$ cat src/rtl/adc_seq_pkg.sv
package adc_seq_pkg;
  typedef enum logic [1:0] {
    MODE_SINGLE = 2'd0,
    MODE_FREE   = 2'd1,
    MODE_TRIG   = 2'd2,
    MODE_RSVD   = 2'd3
  } conv_mode_t;
endpackage

$ cat src/rtl/adc_prescaler.sv
module adc_prescaler #(
  parameter int PSEL_W = 3,
  parameter int CNT_W  = 7
) (
  input  logic              clk,
  input  logic              rst,
  input  logic              en,
  input  logic [PSEL_W-1:0] sel,
  input  logic              load_half,
  output logic              rise,
  output logic              fall,
  output logic              adc_clk
);
  localparam int DIV_W = CNT_W + 1;

  logic [CNT_W-1:0] cnt, cnt_nxt;
  logic [DIV_W-1:0] div_w, half_w;
  int               lg;

  always_comb begin
    lg     = (int'(sel) >= CNT_W - 1) ? CNT_W : int'(sel) + 1;
    div_w  = DIV_W'(1) << lg;
    half_w = div_w >> 1;
    rise   = en && ({1'b0, cnt} >= div_w - 1'b1);
    fall   = en && ({1'b0, cnt} == half_w - 1'b1);
    if (!en)            cnt_nxt = '0;
    else if (load_half) cnt_nxt = half_w[CNT_W-1:0];
    else if (rise)      cnt_nxt = '0;
    else                cnt_nxt = cnt + 1'b1;
  end

  always_ff @(posedge clk) begin
    if (rst) begin
      cnt     <= '0;
      adc_clk <= 1'b0;
    end else begin
      cnt     <= cnt_nxt;
      adc_clk <= en && ({1'b0, cnt_nxt} < half_w);
    end
  end

  // a disabled prescaler sits at zero with the clock low
  p_off_idle_r1: assert property (@(posedge clk) disable iff (rst)
    !en |=> (cnt == '0 && !adc_clk));
endmodule

$ cat src/rtl/adc_trig_sync.sv
module adc_trig_sync (
  input  logic clk,
  input  logic rst,
  input  logic trig_in,
  output logic edge_o
);
  logic m0, m1, m2;

  always_ff @(posedge clk) begin
    if (rst) begin
      {m0, m1, m2} <= 3'b000;
      edge_o       <= 1'b0;
    end else begin
      m0     <= trig_in;
      m1     <= m0;
      m2     <= m1;
      edge_o <= m1 & ~m2;
    end
  end

  // the synchronised edge is a single-cycle pulse
  p_trig_pulse_r9: assert property (@(posedge clk) disable iff (rst)
    edge_o |=> !edge_o);
endmodule

$ cat src/rtl/adc_conv_seq.sv
module adc_conv_seq
  import adc_seq_pkg::*;
#(
  parameter int RES_W      = 10,
  parameter int SEL_W      = 4,
  parameter int CYC_W      = 5,
  parameter int NORM_CYC   = 13,
  parameter int FIRST_CYC  = 25,
  parameter int NORM_SAMP  = 4,
  parameter int FIRST_SAMP = 14
) (
  input  logic             clk,
  input  logic             rst,
  input  logic             en,
  input  logic             start_set,
  input  conv_mode_t       mode,
  input  logic             trig_edge,
  input  logic             flag_clr,
  input  logic [SEL_W-1:0] sel_in,
  input  logic [RES_W-1:0] data_in,
  input  logic             rise,
  input  logic             fall,
  output logic             presc_load,
  output logic             start_bit,
  output logic             busy,
  output logic             done_flag,
  output logic [RES_W-1:0] result,
  output logic             sample_stb,
  output logic [SEL_W-1:0] sel_latched,
  output logic             sel_pulse
);
  logic [CYC_W-1:0] cyc, len, scyc;
  logic             cur_first, first_pend;
  logic [RES_W-1:0] samp;
  logic             at_end;

  always_comb begin
    len        = cur_first ? CYC_W'(FIRST_CYC)  : CYC_W'(NORM_CYC);
    scyc       = cur_first ? CYC_W'(FIRST_SAMP) : CYC_W'(NORM_SAMP);
    presc_load = en && (mode == MODE_TRIG) && trig_edge && !busy;
    at_end     = busy && rise && (cyc == len);
  end

  always_ff @(posedge clk) begin
    sample_stb <= 1'b0;
    sel_pulse  <= 1'b0;
    if (rst) begin
      busy        <= 1'b0;
      cyc         <= '0;
      cur_first   <= 1'b0;
      first_pend  <= 1'b1;
      start_bit   <= 1'b0;
      done_flag   <= 1'b0;
      result      <= '0;
      samp        <= '0;
      sel_latched <= '0;
    end else if (!en) begin
      busy       <= 1'b0;
      cyc        <= '0;
      first_pend <= 1'b1;
      start_bit  <= 1'b0;
      if (flag_clr) done_flag <= 1'b0;
    end else begin
      if (start_set) start_bit <= 1'b1;
      if (flag_clr)  done_flag <= 1'b0;
      if (presc_load) begin
        busy        <= 1'b1;
        cyc         <= CYC_W'(2);
        cur_first   <= first_pend;
        first_pend  <= 1'b0;
        sel_latched <= sel_in;
        sel_pulse   <= 1'b1;
      end else if (rise) begin
        if (busy) begin
          if (cyc == len) begin
            result    <= samp;
            done_flag <= 1'b1;
            if (mode == MODE_FREE && start_bit) begin
              cyc         <= CYC_W'(1);
              cur_first   <= 1'b0;
              sel_latched <= sel_in;
              sel_pulse   <= 1'b1;
            end else begin
              busy      <= 1'b0;
              cyc       <= '0;
              start_bit <= 1'b0;
            end
          end else begin
            cyc <= cyc + 1'b1;
          end
        end else if (start_bit) begin
          busy        <= 1'b1;
          cyc         <= CYC_W'(1);
          cur_first   <= first_pend;
          first_pend  <= 1'b0;
          sel_latched <= sel_in;
          sel_pulse   <= 1'b1;
        end
      end
      if (fall && busy && cyc == scyc) begin
        samp       <= data_in;
        sample_stb <= 1'b1;
      end
    end
  end

  // the cycle index stays inside the conversion length
  p_cyc_range_r3: assert property (@(posedge clk) disable iff (rst)
    busy |-> (cyc >= CYC_W'(1) && cyc <= len));
  // the strobe only occurs while a conversion runs
  p_stb_busy_r5: assert property (@(posedge clk) disable iff (rst)
    sample_stb |-> busy);
  // single-mode completion sets the flag and drops the start bit
  p_single_clear_r7: assert property (@(posedge clk) disable iff (rst)
    (en && at_end && mode == MODE_SINGLE && !presc_load) |=> (done_flag && !start_bit && !busy));
  // free-running completion restarts at once
  p_free_cont_r8: assert property (@(posedge clk) disable iff (rst)
    (en && at_end && mode == MODE_FREE && start_bit) |=> (busy && start_bit && sel_pulse));
  // disabling abandons the conversion
  p_abort_r11: assert property (@(posedge clk) disable iff (rst)
    !en |=> (!busy && !start_bit));
  // the selection latch pulse only marks a running conversion
  p_sel_pulse_r12: assert property (@(posedge clk) disable iff (rst)
    sel_pulse |-> busy);
endmodule

$ cat src/rtl/adc_seq_ctrl.sv
module adc_seq_ctrl
  import adc_seq_pkg::*;
#(
  parameter int RES_W  = 10,
  parameter int SEL_W  = 4,
  parameter int PSEL_W = 3,
  parameter int CNT_W  = 7
) (
  input  logic              clk,
  input  logic              rst,
  input  logic              en,
  input  logic              start_set,
  input  logic [1:0]        mode,
  input  logic [PSEL_W-1:0] presc_sel,
  input  logic              trig_in,
  input  logic              flag_clr,
  input  logic [SEL_W-1:0]  sel_in,
  input  logic [RES_W-1:0]  data_in,
  output logic              adc_clk,
  output logic              start_bit,
  output logic              busy,
  output logic              done_flag,
  output logic [RES_W-1:0]  result,
  output logic              sample_stb,
  output logic [SEL_W-1:0]  sel_latched,
  output logic              sel_pulse
);
  logic rise, fall, load_half, trig_edge;

  adc_prescaler #(.PSEL_W(PSEL_W), .CNT_W(CNT_W)) presc_i (
    .clk(clk), .rst(rst), .en(en), .sel(presc_sel), .load_half(load_half),
    .rise(rise), .fall(fall), .adc_clk(adc_clk)
  );

  adc_trig_sync sync_i (
    .clk(clk), .rst(rst), .trig_in(trig_in), .edge_o(trig_edge)
  );

  adc_conv_seq #(.RES_W(RES_W), .SEL_W(SEL_W)) seq_i (
    .clk(clk), .rst(rst), .en(en), .start_set(start_set),
    .mode(conv_mode_t'(mode)), .trig_edge(trig_edge), .flag_clr(flag_clr),
    .sel_in(sel_in), .data_in(data_in), .rise(rise), .fall(fall),
    .presc_load(load_half), .start_bit(start_bit), .busy(busy),
    .done_flag(done_flag), .result(result), .sample_stb(sample_stb),
    .sel_latched(sel_latched), .sel_pulse(sel_pulse)
  );
endmodule

$ cat config.mk
export PLATFORM = sky130hd
export DESIGN_NAME = adc_seq_ctrl
export DESIGN_NICKNAME = d
export VERILOG_FILES = /design/src/rtl/adc_seq_pkg.sv /design/src/rtl/adc_prescaler.sv /design/src/rtl/adc_trig_sync.sv /design/src/rtl/adc_conv_seq.sv /design/src/rtl/adc_seq_ctrl.sv
export SDC_FILE = /design/constraint.sdc
export NUM_CORES = 1
export LEC_CHECK = 0
export ABC_AREA = 1
export BUFFER_PORTS_ARGS = -buffer_cell sky130_fd_sc_hd__buf_2
export CAP_MARGIN = 20
export CORE_MARGIN = 10
export CORE_UTILIZATION = 55
export DETAILED_ROUTE_END_ITERATION = 8
export PLACE_DENSITY = 0.78
export SLEW_MARGIN = 20
export SYNTH_ARGS = -nofsm -noshare
export SYNTH_HDL_FRONTEND = slang
export SYNTH_SLANG_ARGS = --single-unit
$ cat constraint.sdc
create_clock -name clk -period 11.1 [get_ports clk]
set_input_delay 2.22 -clock clk [delete_from_list [all_inputs] [get_ports clk]]
set_output_delay 2.22 -clock clk [all_outputs]
set_load 0.01 [all_outputs]
==> results of run 1 <==
[state kept, by name (all words and copies together) (netlist names)]
name,cells
presc_i.cnt,7
seq_i.done_flag,1
seq_i.result,10
sync_i.m2,1
sync_i.edge_o,1
presc_i.adc_clk,1
seq_i.start_bit,1
seq_i.busy,1
seq_i.first_pend,1
seq_i.sel_latched,4
seq_i.samp,10
seq_i.sel_pulse,1
seq_i.cyc,5
sync_i.m1,1
sync_i.m0,1
seq_i.sample_stb,1
seq_i.cur_first,1
[routing by layer]
layer | track usage, % | wire (um) | share of wire [%]
met1 | 19.0 | 2610 | 44
met5 | 0 | 0 | 0
met4 | 5.06 | 103 | 1.7
met2 | 26.3 | 2850 | 48
met3 | 4.38 | 335 | 5.7
[final timing paths]
path	endpoint	cells past startpoint	slack, ps
worst max-delay path	presc_i.adc_clk$_SDFF_PP0_	24	5890
worst min-delay path	sync_i.edge_o$_SDFF_PP0_	1	400
worst max register to register	presc_i.adc_clk$_SDFF_PP0_	21	8400
worst min register to register	sync_i.edge_o$_SDFF_PP0_	1	400
[cells in the final DEF (no fill, tap or decap), drive strengths merged, types with 2 or more instances in the layout]
cell type	synthesis	layout
buf	5	44
inv	52	53
o22ai	2	2
o21ai	15	15
xor2	7	7
a21oi	23	23
o31ai	2	2
nand4	3	3
dfxtp	48	48
nor3	7	7
ha	17	17
nand2	66	66
clkbuf	5	5
nor2	93	93
xnor2	2	2
nand3	13	13
[worst max-delay path, stage by stage]
cell	delay [ps]
buf_2	130
ha_1	240
xnor2_2	220
nand2_1	220
nor3_1	180
inv_1	90
nand2_1	80
ha_1	230
a21o_1	180
a21oi_1	110
nand2_1	70
nand2_1	160
inv_1	110
nor2_1	220
inv_1	110
o22ai_1	120
inv_1	70
nor2_1	90
ha_1	230
nand2_1	80
inv_1	60
nand3_1	60
nand3_1	70
a21oi_1	120
[where the power goes]
part	internal, mW	switching (mW)	total [mW]
clock network	0.0447	0.0600	0.105
logic	0.0129	0.0219	0.0348
registers	0.174	0.00107	0.175
[area by class of cell]
class                      instances  area, um2  share of cell area, %
tap                               54       67.6                   2.27
multi-input combinational        262       1440                   48.3
clock buffer                       5       68.8                   2.31
sequential                        48        961                   32.3
inverter                          52        198                   6.65
clock inverter                     3       21.3                  0.715
timing repair buffer              44        220                   7.41
[cell families (layout without fill, tap and decap cells)]
family	Yosys count	in the layout	share of synthesized area, %
buf+inv	62	104	9.67
xor+xnor	9	9	3.54
compound gates	50	50	10.7
flops	48	48	36.2
fa+ha+maj	17	17	8.01
simple gates	186	186	31.9
==> results_dict.tcl, run 1 <==
set metrics [dict create \
    grt_pass1_wl_mm 10.1 \
    synth_area_leaders "dfxtp_1, nor2_1, ha_1, nand2_1, inv_1" \
    finClkSkew_ps 10.5 \
    core_um2 4690 \
    clk_latency_ps 310 \
    synth_edf_count 0 \
    numCtsBuffers 5 \
    wl_per_cell_um 12.6 \
    worst_slew_pin_slew_ps 770 \
    firstDrtPassIters 4 \
    arrival_ps 5440 \
    num_vias 2390 \
    syn_to_final_growth_pct 12.0 \
    max_freq_ghz 0.192 \
    min_period_ps 5210 \
    final_cell_area_um2 2970 \
    synth_top_area_share_pct 36.2 \
    ys_ff_latch 48 \
    syn_area_um2 2650 \
    slew_violations 0 \
    setup_viol 0 \
    place_ws_ps 5590 \
    diodes 0 \
    post_cts_resized 0 \
    yosysMostFrequentCell "nor2_1" \
    grt.total_usage_pct 15.7 \
    post_cts_buffers 0 \
    gp_congestion 0.915 \
    synth_flop_cell "dfxtp_1" \
    layout-drive-gt1-share_pct 20.3 \
    cts_tree "built" \
    grt-ovfl-total 0 \
    fill_cells 447 \
    antenna_left 0 \
    grt_start_max_net_pins 22 \
    via_per_inst 5.11 \
    worstPathMaxFanout 7 \
    htree_levels 2 \
    fin_hold_ws_ps 395 \
    final_nets 455 \
    cts_root_buffer "clkbuf_8" \
    worstSetupStartpoint "presc_sel[0]" \
    yosysWarnings 0 \
    io_pins 45 \
    async_flop_share_pct 0 \
    fp.dieH_um 89.5 \
    finalHoldViolCount 0 \
    critPathLaunchType "input pin" \
    syn-num-nets 414 \
    remaining_drc_errors 0 \
    path_class "in2reg" \
    crit_required_ps 11330 \
    relSlewSlack_pct 48.5 \
    r2r_start "presc_i.cnt[0]$_SDFF_PP0_" \
    synth_common_cells "nor2_1, nand2_1, inv_1, dfxtp_1, a21oi_1" \
    hp-start "sync_i.m2$_SDFF_PP0_" \
    dieWidth_um 89.5 \
    rsz0062_at_grt "false" \
    initial_core_util_pct 56.6 \
    vdd_ir_drop_max_v 0.0000946 \
    ys_types 39 \
    worstHoldPathType "reg2reg" \
    avgSynthCellArea_um2 7.13 \
    hpwl_mm 4.63 \
    total_power_mw 0.314 \
    instances_no_fill 468 \
    utilization_pct 63.4 \
    hold_buffers 0 \
    path_clk_slew_ps 90 \
    synth_top_cell_by_area "dfxtp_1" \
    ys_seq_area_share_pct 36.2 \
    cp-end-kind "flop" \
    cts.sinks 48 \
    routed_wl_mm 5.89 \
    drv_cap 0 \
    period_share_pct 46.9 \
    place_inst 460 \
    rows 25 \
    port_buffers 44 \
    p_per_area_nw_per_um2 106 \
    cts_buffer_depth 2 \
    grt_pass1_vias 2273 \
    dieArea_um2 8000 \
    p_leak_nw 1.46 \
    drt_iter0_markers 187 \
    antenna_found_initial 0 \
    placed_area_um2 2880 \
    outcome "completed" \
    fin_ws_ps 5890 \
    finalSetupTns_ps 0 \
    syn_inst 372 \
]
Note: power is estimated with default switching activity, not from simulation.
==> run 2, diff against run 1 <==
Clock period 11.1 ns to 5 ns, I/O delays scaled along.
==> run 2 against run 1 <==
  * Setup slack got worse by 4900 ps
  * Final cell count stayed put
  * Non-clock buffer count is the same
  * Register-to-register slack lost 6200 ps
  * Highest routed layer unchanged
  * Design area grew 0.72%
  * Via count down 2.0%
  * Die area unchanged
  * Core utilization grew 0.45 points
  * Flip-flop and latch count stayed put
  * Clock-buffer cell count did not move
  * Clock skew down 3.6 ps
==> results_dict.tcl, run 2 (synthesized netlist as in run 1, its figures left out) <==
set metrics [dict create \
    dieWidth_um 89.5 \
    drt_iter0_markers 152 \
    outcome "completed" \
    clk_latency_ps 300 \
    crit_slowest_cell "ha_1" \
    port_buffers 44 \
    max_freq_ghz 0.247 \
    drv_cap 0 \
    path_class "in2reg" \
    cts_buffer_depth 2 \
    placed_area_um2 2880 \
    p_sw_share_pct 24.5 \
    period_share_pct 80.9 \
    final_nets 455 \
    fill_cells 433 \
    critPathLaunchType "input pin" \
    wl_per_cell_um 12.7 \
    diodes 0 \
    final_cell_area_um2 2990 \
    grt_pass1_wl_mm 10.1 \
    finalSetupTns_ps 0 \
    remaining_drc_errors 0 \
    place_ws_ps 675 \
    grt-ovfl-total 0 \
    finalHoldViolCount 0 \
    core_um2 4690 \
    post_cts_resized 0 \
    pwr-share-comb_pct 10.4 \
    slew_violations 0 \
    internal_power_mw 0.562 \
    max_stage_delay_ps 240 \
    routed_wl_mm 5.94 \
    worstPathMaxFanout 7 \
    post_cts_buffers 0 \
    cts_root_buffer "clkbuf_8" \
    cts_tree "built" \
    cts.sinks 48 \
    min_period_ps 4050 \
    layout-drive-gt1-share_pct 20.3 \
    num_vias 2342 \
    p_seq_share_pct 52.1 \
    relSlewSlack_pct 48.5 \
    layout_commonest_cell "nor2_1" \
    rows 25 \
    fp.dieH_um 89.5 \
    p_switching_mw 0.183 \
    setup_viol 0 \
    syn_to_final_growth_pct 12.8 \
    gp_congestion 0.915 \
    worst_slew_pin_slew_ps 771 \
    hpwl_mm 4.61 \
    worstHoldPathType "reg2reg" \
    antenna_left 0 \
    initial_core_util_pct 56.6 \
    total_power_mw 0.745 \
    via_per_inst 5.00 \
    p_leak_nw 1.47 \
    finClkSkew_ps 6.93 \
    p_per_area_nw_per_um2 249 \
    cp-end-kind "flop" \
    antenna_found_initial 0 \
    vdd_ir_drop_max_v 0.000213 \
    crit_required_ps 5240 \
    dieArea_um2 8000 \
    largest_registers "seq_i.result x10, seq_i.samp x10, presc_i.cnt x7" \
    rsz0062_at_grt "false" \
    worstPathCellList "buf_2, ha_1, xnor2_2, nand2_1, nor3_1, inv_1, nand2_1, ha_1, a21o_1, a21oi_1, nand2_1, nand2_1, inv_1, nor2_1, inv_1, o22ai_1, inv_1, nor2_1, ha_1, nand2_1, inv_1, nand3_1, nand3_1, a21oi_1" \
    fin_ws_ps 955 \
    mostFrequentLayoutCells "nor2_1, nand2_1, inv_1" \
    io_pins 45 \
    grt.total_usage_pct 15.8 \
    arrival_ps 4280 \
    grt_pass1_vias 2270 \
    path_clk_slew_ps 90 \
    htree_levels 2 \
    grt_start_max_net_pins 22 \
    hold_buffers 0 \
    firstDrtPassIters 4 \
    clock_power_share_pct 37.5 \
    numCtsBuffers 5 \
]
## run 2: changes by cell type in the layout (fill, tap and decap cells not counted)
cell,before,now
bufinv_16,0,1
inv_6,1,0
## run 2: worst paths after layout
kind	endpoint	from	slack [ps]	depth (start not counted)
hold / removal	sync_i.edge_o$_SDFF_PP0_	sync_i.m2$_SDFF_PP0_	400	1
setup reg to reg	presc_i.adc_clk$_SDFF_PP0_	presc_i.cnt[0]$_SDFF_PP0_	2250	21
hold reg to reg	sync_i.edge_o$_SDFF_PP0_	sync_i.m2$_SDFF_PP0_	400	1
setup / recovery	presc_i.adc_clk$_SDFF_PP0_	presc_sel[0]	950	24
## run 2: worst max-delay path, delay by kind of cell
kind	cells	cell delay [ps]
AND/OR/NAND/NOR	10	1240
XOR/XNOR	1	220
adder cells (fa/ha/maj)	3	700
AO/OA/AOI/OAI	4	540
buffers and inverters	6	590
## run 2: layout make-up
type                            instances  area [um2]  area share, %
Clock inverter                          3        42.5           1.42
Sequential cell                        48         961           32.1
Multi-Input combinational cell        262        1440           48.0
Clock buffer                            5        68.8           2.30
Inverter                               52         198           6.60
Timing Repair Buffer                   44         220           7.35
Tap cell                               54        67.6           2.26
## run 2: power groups by stage
stage | combinational (mW) | sequential (mW) | clock [mW]
floorplan | 0.0541 | 0.397 | 0
CTS | 0.0776 | 0.388 | 0.286
finish | 0.0776 | 0.388 | 0.279
global route | 0.0878 | 0.388 | 0.301
global placement | 0.0758 | 0.397 | 0
detailed placement | 0.0771 | 0.397 | 0
## run 2: per-layer routing
metal / GRT usage, % / up-vias / part of all wire (%)
met1: 19.1 / 1037 / 47
met3: 4.92 / 11 / 5.4
met5: 0 / - / 0
met4: 4.91 / 0 / 1.7
met2: 26.1 / 43 / 46
li1: - / 1251 / -
## run 2: per-stage QoR
step / utilization, % / hold slack, ps / cells
floorplan: - / 373 / 372
global placement: 61.4 / 384 / 460
detailed placement: 61.4 / 392 / 460
CTS: 63.8 / 405 / 468
global route: 63.8 / 415 / 468
finish: 63.8 / 401 / 468
==> run 3, diff against run 2 <==
Clock period 5 ns to 4.1 ns, I/O delays scaled along.
==> run 3 against run 2 <==
  * Final cell count up 1.1%
  * Clock power grew 26%
  * Critical endpoint unchanged
  * Clock skew grew 5.0 ps
  * Largest cell class unchanged
==> results_dict.tcl, run 3 (synthesized netlist as in run 1, its figures left out) <==
set metrics [dict create \
    outcome "completed" \
    antenna_found_initial 0 \
    numCtsBuffers 5 \
    diodes 0 \
    p_leak_nw 1.50 \
    post_cts_buffers 0 \
    cp-end-kind "flop" \
    clk_latency_ps 310 \
    worst_slew_pin_slew_ps 644 \
    grt.total_usage_pct 16.2 \
    place_ws_ps 115 \
    grt_pass1_vias 2444 \
    rsz0062_at_grt "false" \
    p_seq_share_pct 51.3 \
    worstHoldPathType "reg2reg" \
    crit_cells 25 \
    cts_buffer_depth 2 \
    grt_start_max_net_pins 22 \
    r2r_start "presc_i.cnt[0]$_SDFF_PP0_" \
    reg2reg_depth 21 \
    max_freq_ghz 0.273 \
    htree_levels 2 \
    remaining_drc_errors 0 \
    arrival_ps 3910 \
    layout_commonest_cell "nor2_1" \
    crit_slowest_cell "ha_1" \
    hp-start "sync_i.m2$_SDFF_PP0_" \
    largest_registers "seq_i.result x10, seq_i.samp x10, presc_i.cnt x7" \
    initial_core_util_pct 56.6 \
    routed_wl_mm 6.04 \
    finClkSkew_ps 12.0 \
    grt_pass1_wl_mm 10.5 \
    clock_power_share_pct 38.2 \
    path_clk_slew_ps 90 \
    crit_required_ps 4340 \
    dieWidth_um 89.5 \
    num_vias 2419 \
    port_buffers 44 \
    worstSetupStartpoint "presc_sel[0]" \
    internal_power_mw 0.690 \
    core_um2 4690 \
    period_share_pct 89.4 \
    via_per_inst 5.11 \
    hpwl_mm 4.68 \
    fill_cells 429 \
    cts.sinks 48 \
    cp_common_cell "nand2_1" \
    drt_iter0_markers 129 \
    p_per_area_nw_per_um2 304 \
    multi_input_area_um2 1440 \
    hold_buffers 0 \
    rows 25 \
    layout-drive-gt1-share_pct 21.2 \
    critPathLaunchType "input pin" \
    fp.dieH_um 89.5 \
    path_class "in2reg" \
    vdd_ir_drop_max_v 0.000193 \
    setup_viol 0 \
    worst-path-buf-inv 6 \
    endpoint "presc_i.adc_clk$_SDFF_PP0_" \
    utilization_pct 64.7 \
    max_stage_delay_ps 330 \
    drv_cap 0 \
    dieArea_um2 8000 \
    min_period_ps 3670 \
    slew_violations 0 \
    firstDrtPassIters 4 \
    seq_area_um2 961 \
    antenna_left 0 \
    p_sw_share_pct 25.1 \
    fin_ws_ps 433 \
    grt-ovfl-total 0 \
    relSlewSlack_pct 56.9 \
    syn_to_final_growth_pct 14.4 \
    worstPathMaxFanout 4 \
    path_delay_family "simple AND/OR/NAND/NOR gates" \
    cts_root_buffer "clkbuf_8" \
    post_cts_resized 0 \
    mostFrequentLayoutCells "nor2_1, nand2_1, inv_1" \
    pwr-share-comb_pct 10.5 \
    wl_per_cell_um 12.8 \
    final_nets 460 \
    rrSetupSlack_ps 1520 \
    io_pins 45 \
    gp_congestion 0.930 \
    finalHoldViolCount 0 \
    cts_tree "built" \
    finalSetupTns_ps 0 \
    r2r-end "presc_i.adc_clk$_SDFF_PP0_" \
    p_switching_mw 0.231 \
]
==> run 3: cell count changes in the layout (fill, tap and decap cells not counted), sizes merged <==
cell	delta
buf	+5
clkinv	+1
clkinvlp	-1
==> run 3: power groups by stage <==
| stage | combinational (mW) | clock (mW) | sequential, mW |
|---|---|---|---|
| 2_1_floorplan | 0.0659 | 0 | 0.484 |
| 3_3_place_gp | 0.0939 | 0 | 0.484 |
| 3_5_place_dp | 0.0961 | 0 | 0.484 |
| 4_1_cts | 0.0967 | 0.358 | 0.473 |
| 5_1_grt | 0.110 | 0.377 | 0.474 |
| 6_report | 0.0963 | 0.352 | 0.473 |
==> run 3: worst reg2reg max path, cell delays in order, from the launching register on <==
cell and delay (ps):
dfxtp_1 420, inv_1 100, ha_1 300, nand2_1 60, nor2_1 40, nor2_1 70
nand2_1 60, nand2_1 50, nand2_1 40, nand2_1 70, inv_1 70, nor2_1 210
inv_1 120, o22ai_1 130, inv_1 70, nor2_1 100, ha_1 230, nand2_1 70
inv_1 50, nand3_1 60, nand3_1 70, a21oi_1 110
==> run 3: worst min-delay path by stage <==
stage / to / depth (start not counted)
2_1_floorplan: sync_i.edge_o$_SDFF_PP0_ / 1
3_5_place_dp: sync_i.edge_o$_SDFF_PP0_ / 1
3_3_place_gp: sync_i.edge_o$_SDFF_PP0_ / 1
6_report: sync_i.edge_o$_SDFF_PP0_ / 1
5_1_grt: sync_i.edge_o$_SDFF_PP0_ / 1
4_1_cts: sync_i.edge_o$_SDFF_PP0_ / 1
==> run 3: final cells by class <==
| type | instances | area share [%] |
|---|---|---|
| multi-input combinational | 262 | 47.3 |
| sequential | 48 | 31.6 |
| timing repair buffer | 49 | 8.49 |
| inverter | 52 | 6.51 |
| clock buffer | 5 | 2.27 |
| tap | 54 | 2.22 |
| clock inverter | 3 | 1.57 |
==> run 3: per-layer routing <==
metal	wire length [um]	up-vias	share of wire (%)	track usage (%)
met5	0	-	0	0
met4	61	0	1.0	4.62
met3	270	5	4.5	3.74
met2	2990	45	50	28.6
met1	2720	1105	45	18.9
li1	-	1264	-	-
==> run 3: stage by stage <==
stage / hold WS (ps) / area, um2 / power (mW) / cells
after floorplan: 373 / 2650 / 0.550 / 372
after global placement: 386 / 2920 / 0.578 / 465
after detailed placement: 387 / 2920 / 0.580 / 465
after CTS: 387 / 3040 / 0.928 / 473
after global routing: 395 / 3040 / 0.960 / 473
final: 386 / 3040 / 0.922 / 473
